`config.mk`:
```
export PLATFORM = sky130hd
export DESIGN_NAME = mem_region_guard
export DESIGN_NICKNAME = d
export VERILOG_FILES = /design/src/rtl/mrg_pkg.sv /design/src/rtl/mrg_region.sv /design/src/rtl/mrg_viol_track.sv /design/src/rtl/mem_region_guard.sv
export SDC_FILE = /design/constraint.sdc
export NUM_CORES = 2
export LEC_CHECK = 0
export BUFFER_PORTS_ARGS = -buffer_cell sky130_fd_sc_hd__clkbuf_2
export CAP_MARGIN = 0
export CORE_MARGIN = 8
export CORE_UTILIZATION = 32
export CTS_BUF_LIST = sky130_fd_sc_hd__clkbuf_4 sky130_fd_sc_hd__clkbuf_8 sky130_fd_sc_hd__clkbuf_16
export CTS_CLUSTER_DIAMETER = 80
export CTS_CLUSTER_SIZE = 10
export DETAILED_ROUTE_END_ITERATION = 7
export PLACE_DENSITY = 0.47
export SLEW_MARGIN = 20
export SYNTH_ARGS = -nofsm -noshare
export SYNTH_HDL_FRONTEND = slang
export SYNTH_HIERARCHICAL = 1
export SYNTH_SLANG_ARGS = --single-unit
```
`constraint.sdc`:
```
create_clock -name clk -period 6.85 [get_ports clk]
set_input_delay 0.685 -clock clk [delete_from_list [all_inputs] [get_ports clk]]
set_output_delay 0.685 -clock clk [all_outputs]
set_load 0.05 [all_outputs]
```
`src/rtl/mrg_pkg.sv`:
```
// Package: shared constants and types for the memory region guard.
// Assumes 32-bit addresses and 1 KiB region granularity.
package mrg_pkg;
    localparam int ADDR_W   = 32;
    localparam int PAGE_LSB = 10;
    localparam int PAGE_W   = ADDR_W - PAGE_LSB;   // 22 page bits
    localparam int MASK_W   = 32;
    localparam int AGENT_W  = $clog2(MASK_W);

    // Writable bits of the bound words; bit 31 of the lower bound is the lock.
    localparam logic [31:0] LO_KEEP = 32'h80FF_FFFC;
    localparam logic [31:0] HI_KEEP = 32'h00FF_FFFC;
    localparam int LOCK_BIT = 31;

    typedef enum logic [1:0] {
        SEL_LO    = 2'd0,
        SEL_HI    = 2'd1,
        SEL_RMASK = 2'd2,
        SEL_WMASK = 2'd3
    } reg_sel_e;

    typedef struct packed {
        logic [31:0]       lo;
        logic [31:0]       hi;
        logic [MASK_W-1:0] rmask;
        logic [MASK_W-1:0] wmask;
    } region_regs_t;
endpackage

```
`src/rtl/mrg_region.sv`:
```
// Module: one protected region, holding its four configuration words and
// the match/refuse decision for the current transaction.
// Assumes the parent decodes the register index into wr_en and wr_sel.
module mrg_region
    import mrg_pkg::*;
(
    input  logic                clk,
    input  logic                rst_n,
    input  logic                wr_en,
    input  reg_sel_e            wr_sel,
    input  logic [31:0]         wr_data,
    input  logic                txn_valid,
    input  logic                txn_write,
    input  logic [PAGE_W-1:0]   txn_page,
    input  logic [AGENT_W-1:0]  txn_agent,
    output region_regs_t        regs,
    output logic                deny
);
    region_regs_t regs_q;
    logic         locked;
    logic         enabled;
    logic         hit;
    logic         granted;

    assign locked = regs_q.lo[LOCK_BIT];

    // Configuration update: reserved bits dropped, frozen while locked.
    always_ff @(posedge clk) begin
        if (!rst_n) begin
            regs_q.lo    <= '0;
            regs_q.hi    <= '0;
            regs_q.rmask <= '1;
            regs_q.wmask <= '1;
        end else if (wr_en && !locked) begin
            case (wr_sel)
                SEL_LO:    regs_q.lo    <= wr_data & LO_KEEP;
                SEL_HI:    regs_q.hi    <= wr_data & HI_KEEP;
                SEL_RMASK: regs_q.rmask <= wr_data;
                default:   regs_q.wmask <= wr_data;
            endcase
        end
    end

    // Decision: enabled, address inside the inclusive page range, agent not granted.
    always_comb begin
        enabled = !((regs_q.lo[23:2] == '0) && (regs_q.hi[23:2] == '0) &&
                    (&regs_q.rmask) && (&regs_q.wmask));
        hit     = (txn_page >= regs_q.lo[23:2]) && (txn_page <= regs_q.hi[23:2]);
        granted = txn_write ? regs_q.wmask[txn_agent] : regs_q.rmask[txn_agent];
        deny    = txn_valid && enabled && hit && !granted;
    end

    assign regs = regs_q;


    lock_freeze_chk: assert property (@(posedge clk) disable iff (!rst_n)
        $past(regs_q.lo[LOCK_BIT]) |-> $stable(regs_q));


    rsvd_zero_chk: assert property (@(posedge clk) disable iff (!rst_n)
        ((regs_q.lo & ~LO_KEEP) == '0) && ((regs_q.hi & ~HI_KEEP) == '0));


    disabled_quiet_chk: assert property (@(posedge clk) disable iff (!rst_n)
        ((regs_q.lo[23:2] == '0) && (regs_q.hi[23:2] == '0) &&
         (&regs_q.rmask) && (&regs_q.wmask)) |-> !deny);
endmodule

```
`src/rtl/mrg_viol_track.sv`:
```
// Module: turns per-region refusals into a registered one-cycle reset
// request and a sticky record of the first offending region.
// Assumes deny_vec is combinational from the current transaction.
module mrg_viol_track #(
    parameter int NUM_REGIONS = 8,
    localparam int RIDX_W     = (NUM_REGIONS > 1) ? $clog2(NUM_REGIONS) : 1
) (
    input  logic                   clk,
    input  logic                   rst_n,
    input  logic [NUM_REGIONS-1:0] deny_vec,
    output logic                   rst_req,
    output logic                   viol_valid,
    output logic [RIDX_W-1:0]      viol_region
);
    logic              any_deny;
    logic [RIDX_W-1:0] first_idx;

    // Lowest-numbered refusing region wins.
    always_comb begin
        any_deny  = |deny_vec;
        first_idx = '0;
        for (int i = NUM_REGIONS - 1; i >= 0; i--) begin
            if (deny_vec[i]) first_idx = RIDX_W'(i);
        end
    end

    // Reset request pulse and sticky status capture.
    always_ff @(posedge clk) begin
        if (!rst_n) begin
            rst_req     <= 1'b0;
            viol_valid  <= 1'b0;
            viol_region <= '0;
        end else begin
            rst_req <= any_deny;
            if (any_deny && !viol_valid) begin
                viol_valid  <= 1'b1;
                viol_region <= first_idx;
            end
        end
    end


    rst_req_pulse_chk: assert property (@(posedge clk) disable iff (!rst_n)
        (|deny_vec) |=> rst_req);


    rst_req_quiet_chk: assert property (@(posedge clk) disable iff (!rst_n)
        !(|deny_vec) |=> !rst_req);


    viol_sticky_chk: assert property (@(posedge clk) disable iff (!rst_n)
        viol_valid |=> (viol_valid && $stable(viol_region)));


    viol_capture_chk: assert property (@(posedge clk) disable iff (!rst_n)
        (!viol_valid && (|deny_vec)) |=> viol_valid);
endmodule

```
`src/rtl/mem_region_guard.sv`:
```
// Module: top of the memory region guard. Decodes the register port,
// instantiates one mrg_region per region, combines the refusals and
// gates the memory write enable and read data.
// Assumes CFG_BASE + 4*NUM_REGIONS fits in the index width.
module mem_region_guard
    import mrg_pkg::*;
#(
    parameter int NUM_REGIONS = 8,
    parameter int CFG_IDX_W   = 8,
    parameter int CFG_BASE    = 16,
    localparam int RIDX_W     = (NUM_REGIONS > 1) ? $clog2(NUM_REGIONS) : 1,
    localparam int NUM_WORDS  = NUM_REGIONS * 4
) (
    input  logic                 clk,
    input  logic                 rst_n,
    input  logic                 cfg_we,
    input  logic [CFG_IDX_W-1:0] cfg_idx,
    input  logic [31:0]          cfg_wdata,
    output logic [31:0]          cfg_rdata,
    input  logic                 txn_valid,
    input  logic                 txn_write,
    input  logic [ADDR_W-1:0]    txn_addr,
    input  logic [AGENT_W-1:0]   txn_agent,
    input  logic [31:0]          txn_mem_rdata,
    output logic [31:0]          txn_rdata,
    output logic                 txn_mem_we,
    output logic                 txn_deny,
    output logic                 rst_req,
    output logic                 viol_valid,
    output logic [RIDX_W-1:0]    viol_region
);
    localparam logic [CFG_IDX_W-1:0] BASE_V  = CFG_BASE[CFG_IDX_W-1:0];
    localparam logic [CFG_IDX_W-1:0] WORDS_V = NUM_WORDS[CFG_IDX_W-1:0];

    logic [CFG_IDX_W-1:0]   rel;
    logic                   in_range;
    logic [RIDX_W-1:0]      rel_region;
    reg_sel_e               rel_sel;
    logic [PAGE_W-1:0]      txn_page;
    logic                   unused_low;
    logic [NUM_REGIONS-1:0] deny_vec;
    region_regs_t           regs_arr [NUM_REGIONS];

    // Register index decode relative to the window base.
    always_comb begin
        rel        = cfg_idx - BASE_V;
        in_range   = (cfg_idx >= BASE_V) && (rel < WORDS_V);
        rel_region = rel[RIDX_W+1:2];
        rel_sel    = reg_sel_e'(rel[1:0]);
    end

    assign txn_page   = txn_addr[ADDR_W-1:PAGE_LSB];
    assign unused_low = &{1'b0, txn_addr[PAGE_LSB-1:0]};

    generate
        for (genvar g = 0; g < NUM_REGIONS; g++) begin : g_region
            mrg_region u_region (
                .clk       (clk),
                .rst_n     (rst_n),
                .wr_en     (cfg_we && in_range && (rel_region == RIDX_W'(g))),
                .wr_sel    (rel_sel),
                .wr_data   (cfg_wdata),
                .txn_valid (txn_valid),
                .txn_write (txn_write),
                .txn_page  (txn_page),
                .txn_agent (txn_agent),
                .regs      (regs_arr[g]),
                .deny      (deny_vec[g])
            );
        end
    endgenerate

    // Register readback mux; zero outside the window.
    always_comb begin
        cfg_rdata = '0;
        if (in_range) begin
            case (rel_sel)
                SEL_LO:    cfg_rdata = regs_arr[rel_region].lo;
                SEL_HI:    cfg_rdata = regs_arr[rel_region].hi;
                SEL_RMASK: cfg_rdata = regs_arr[rel_region].rmask;
                default:   cfg_rdata = regs_arr[rel_region].wmask;
            endcase
        end
    end

    // Transaction gating: drop refused writes, force refused reads to all-ones.
    always_comb begin
        txn_deny   = |deny_vec;
        txn_mem_we = txn_valid && txn_write && !txn_deny;
        txn_rdata  = (txn_valid && !txn_write && txn_deny) ? '1 : txn_mem_rdata;
    end

    mrg_viol_track #(.NUM_REGIONS(NUM_REGIONS)) u_viol (
        .clk         (clk),
        .rst_n       (rst_n),
        .deny_vec    (deny_vec),
        .rst_req     (rst_req),
        .viol_valid  (viol_valid),
        .viol_region (viol_region)
    );


    refused_write_drop_chk: assert property (@(posedge clk) disable iff (!rst_n)
        (txn_valid && txn_write && (|deny_vec)) |-> !txn_mem_we);


    refused_read_ones_chk: assert property (@(posedge clk) disable iff (!rst_n)
        (txn_valid && !txn_write && (|deny_vec)) |-> (txn_rdata == 32'hFFFF_FFFF));


    out_window_zero_chk: assert property (@(posedge clk) disable iff (!rst_n)
        ((cfg_idx < BASE_V) || (cfg_idx >= BASE_V + WORDS_V)) |-> (cfg_rdata == '0));
endmodule

```
==> reports/summary.md <==
The tools report the combinational share of power as 0.131. The initial standard-cell utilization of the core is 0.3219, and the number of vias per cell is 5.890. Data on the critical path arrives at its endpoint at 5.72 ns. Along the worst path, the maximum fanout reaches 32. Clock-pin slew was measured on the worst setup and hold paths at 0.06 ns. Synthesis produced a netlist whose cell count is 6878.

The HPWL after detailed placement is 199900 um. The run gives 0.433 as the part of the total power dissipated in sequential elements. Critical path startpoint category: a flop.

Relative to the synthesized area, the layout overhead comes to 8.631%. Adder-cell area share of the yosys netlist: 0.07699. The tools report the final-report max-slew violation count as 0. Data on the critical path is required at its endpoint by 6.16 ns. The number of flops mapped to enable cells by yosys is 0, and the fraction of layout cells with a size suffix above 1 is 0.1059. The share of cell area taken by muxes after synthesis is 0.1582. The width of the die was 439.4 um; the count of different cell masters after synthesis was 84. The clock arrives with 0.04103 ns of skew. Portion of synthesized cell area occupied by the leading cell type: 0.3060. Entering global routing, the biggest net connects 218 pins. The number of detailed-routing iterations run before antenna repair was 6; the total power density per cell area was 190.4 mW/mm2.

The number of synthesized register bits is 877, and the final weighted congestion in routability-driven placement is 0.9733. The parity-gate share of the synthesized area counting xor and xnor cells is 0.0001527. The worst slew slack as a fraction of its limit was 0.1301. The biggest area contributor in the post-synthesis netlist is sky130_fd_sc_hd__dfxtp_1.

At the pin with the least slew margin, the transition time is 1.296 ns. The final layout contains routed wiring with a total length of 290000 um. The run gives 25 as the initial antenna violation count.

The total area inside the core boundary comes to 0.1782 mm2. After clock tree synthesis, the flow added hold-fix buffers numbering 0. The switching power share of the total came out at 0.2955. The top cell types in the final layout, fill and taps aside, are sky130_fd_sc_hd__nand2_1, sky130_fd_sc_hd__dfxtp_1, sky130_fd_sc_hd__nand3_1.

Most used flip-flop cell after synthesis: sky130_fd_sc_hd__dfxtp_1. From bottom edge to top edge, the die measures 439.4 um. TritonCTS created 101 clock buffers. Leaving out fill and tap cells, the most frequent cell in the layout is sky130_fd_sc_hd__nand2_1. Fill cell instance count of the final layout: 18319.

The count of synthesis-stage warnings from yosys is 6. The flow ran to the end, and the final reports show no timing, DRC or antenna violations. Across the run, the number of max-cap violations was 0.

Clock period minus final worst setup slack: 6.403 ns. The area fraction in and, or, nand and nor cells after synthesis came out at 0.2590. A synthesized cell averages 8.341 um2. The depth of the CTS H-tree is 3, and the total number of clock tree sinks is 877. The floorplan has 155 rows.

In the post-synthesis netlist, the biggest area contributors are sky130_fd_sc_hd__dfxtp_1, sky130_fd_sc_hd__nand2_1, sky130_fd_sc_hd__ha_1, sky130_fd_sc_hd__mux4_2, sky130_fd_sc_hd__mux4_1. The tools report the initial DRC count as 6399. Number of remaining DRC errors: 0. The cell sitting at the root of the clock tree is a sky130_fd_sc_hd__clkbuf_16. The clock reaches the later pin of the worst-skew pair after 0.77 ns. Summed over all layers, the global routing overflow is 0. Global-route wire length before repair: 398100 um.

Port buffering added 174 buffers. The internal portion of the total power is 8360 uW. The share of the synthesized area in compound gates (AO/OA/AOI/OAI) is 0.1134, and the die footprint is 0.1931 mm2. For this design the total switching power over the nets is 3507 uW. The ratio of final minimum period to clock period works out to 0.9347. In this run the worst hold path is classified as input port to flop. Setup violations remaining at the end of the flow were counted as 0. 185 I/O pins were placed. The cell area after synthesis is 0.05737 mm2. For this design the static power due to leakage is 0.02478 uW.

Overall power consumption after layout is estimated at 11870 uW. By area, the combinational part of the netlist is dominated by simple AND/OR/NAND/NOR gates. The tools report the final-report hold violation count as 0. The detailed-route wire length per cell works out to 31.44 um. The fraction of synthesis flops using an asynchronous set or reset pin was 0; the setup TNS after final layout was 0 ns. IR analysis of the VDD net gives a maximum drop of 0.0001845 V. The overall global routing resource usage is 0.2876. In this run the deepest clock path goes through 3 buffers. Setup repair after global routing left no endpoint under its margin. After the last flow step, the layout net total stands at 7305. The startpoint-to-endpoint class of the critical path is flop to output port.

The highest clock frequency the design can meet came out at 156.2 MHz. TritonCTS built the clock tree. The total of cells resized after clock tree synthesis was 0; the final design utilization was 0.3497. The number of setup buffers added after CTS is 0.

Once detail routing completed, the nets flagged for antenna violations numbered 0. The routed layout has 54344 vias. The worst setup path is captured at an output port. The number of global-route vias before repair is 50109. The share of total power in the clock network is 0.437. The part of the Yosys area used for sequential elements is 0.3060.
-- power groups by stage --
stage	registers, uW	logic (uW)	clock network [uW]
after floorplan	5240	903	0
after global placement	5240	1500	0
after detailed placement	5240	1510	0
after CTS	5130	1520	5260
after global routing	5130	1610	5430
final	5130	1550	5180
-- metal layers --
| metal | track usage | vias up | routed length (um) |
|---|---|---|---|
| li1 | - | 23984 | - |
| met1 | 0.3702 | 26713 | 116600 |
| met2 | 0.4443 | 2995 | 127100 |
| met3 | 0.06177 | 646 | 26060 |
| met4 | 0.1675 | 6 | 20290 |
| met5 | 0 | - | 41 |
-- worst max-delay path, cell delays in order (launching register included) --
cell and delay (ns):
sky130_fd_sc_hd__dfxtp_1 0.45, sky130_fd_sc_hd__nand4_1 0.51, sky130_fd_sc_hd__nor4_1 0.63, sky130_fd_sc_hd__nand4_1 0.44, sky130_fd_sc_hd__o41ai_1 0.47, sky130_fd_sc_hd__a31oi_1 0.18, sky130_fd_sc_hd__and4bb_1 0.43, sky130_fd_sc_hd__or4_1 0.42
sky130_fd_sc_hd__nor2_1 0.50, sky130_fd_sc_hd__nor3b_2 0.11, sky130_fd_sc_hd__buf_4 0.24, sky130_fd_sc_hd__or2_2 0.30, sky130_fd_sc_hd__clkbuf_2 0.24
-- final cells by class --
cell class                      instances  area [um2]  share of cell area
Sequential cell                       877       17560              0.2817
Clock buffer                          109        2613             0.04192
Clock inverter                         14       260.3            0.004176
Multi-Input combinational cell       5196       35540              0.5704
Tap cell                             2355        2947             0.04728
Inverter                              366        1374             0.02205
Timing Repair Buffer                  296        1992             0.03196
Antenna cell                           13       32.53           0.0005220
-- logic make-up after synthesis --
kind of cell,count (synthesis)
AOI/OAI and AO/OA,940
buffers and inverters,949
adders and majority gates,353
other,8
and+or+nand+nor,3256
muxes,494
DFF,877
xor gates and xnor gates,1
-- worst paths after layout --
path	end	slack, ns	depth (start not counted)	from
setup reg to reg	u_viol/viol_region[1]	2.28	11	g_region[0].u_region/regs[3]
hold / removal	g_region[2].u_region/regs[118]	0.47	2	rst_n
setup / recovery	txn_rdata[9]	0.45	12	g_region[0].u_region/regs[3]
hold reg to reg	g_region[3].u_region/regs[115]	0.48	2	g_region[3].u_region/regs[115]
-- per-stage QoR --
step | hold slack (ns) | instance area, um2 | std cells | setup WS (ns)
finish | 0.4709 | 62320 | 9226 | 0.4471
floorplan | 0.4519 | 57910 | 7022 | 2.478
detailed placement | 0.4696 | 59410 | 9090 | 1.113
CTS | 0.4175 | 62280 | 9213 | 0.5839
global route | 0.4853 | 62280 | 9213 | 0.5356
global placement | 0.4632 | 59410 | 9090 | 1.170
-- Yosys cell counts (all sizes together), types with 41 or more instances --
cell,number
ha,353
nor2b,42
clkbuf,304
o21ai,103
inv,366
nor2,95
a21o,41
buf,279
nand2,1946
dfxtp,877
or2,47
nor4,95
mux2i,168
a21boi,360
nor3,53
a21oi,181
nand4,202
nand2b,42
mux4,291
nand3,578
-- sequential cells by signal, summed over array words and instances (netlist names) --
register / cells
g_region.u_region/regs: 872
u_viol/viol_valid: 1
u_viol/rst_req: 1
u_viol/viol_region: 3
Note: power is estimated with default switching activity, not from simulation.
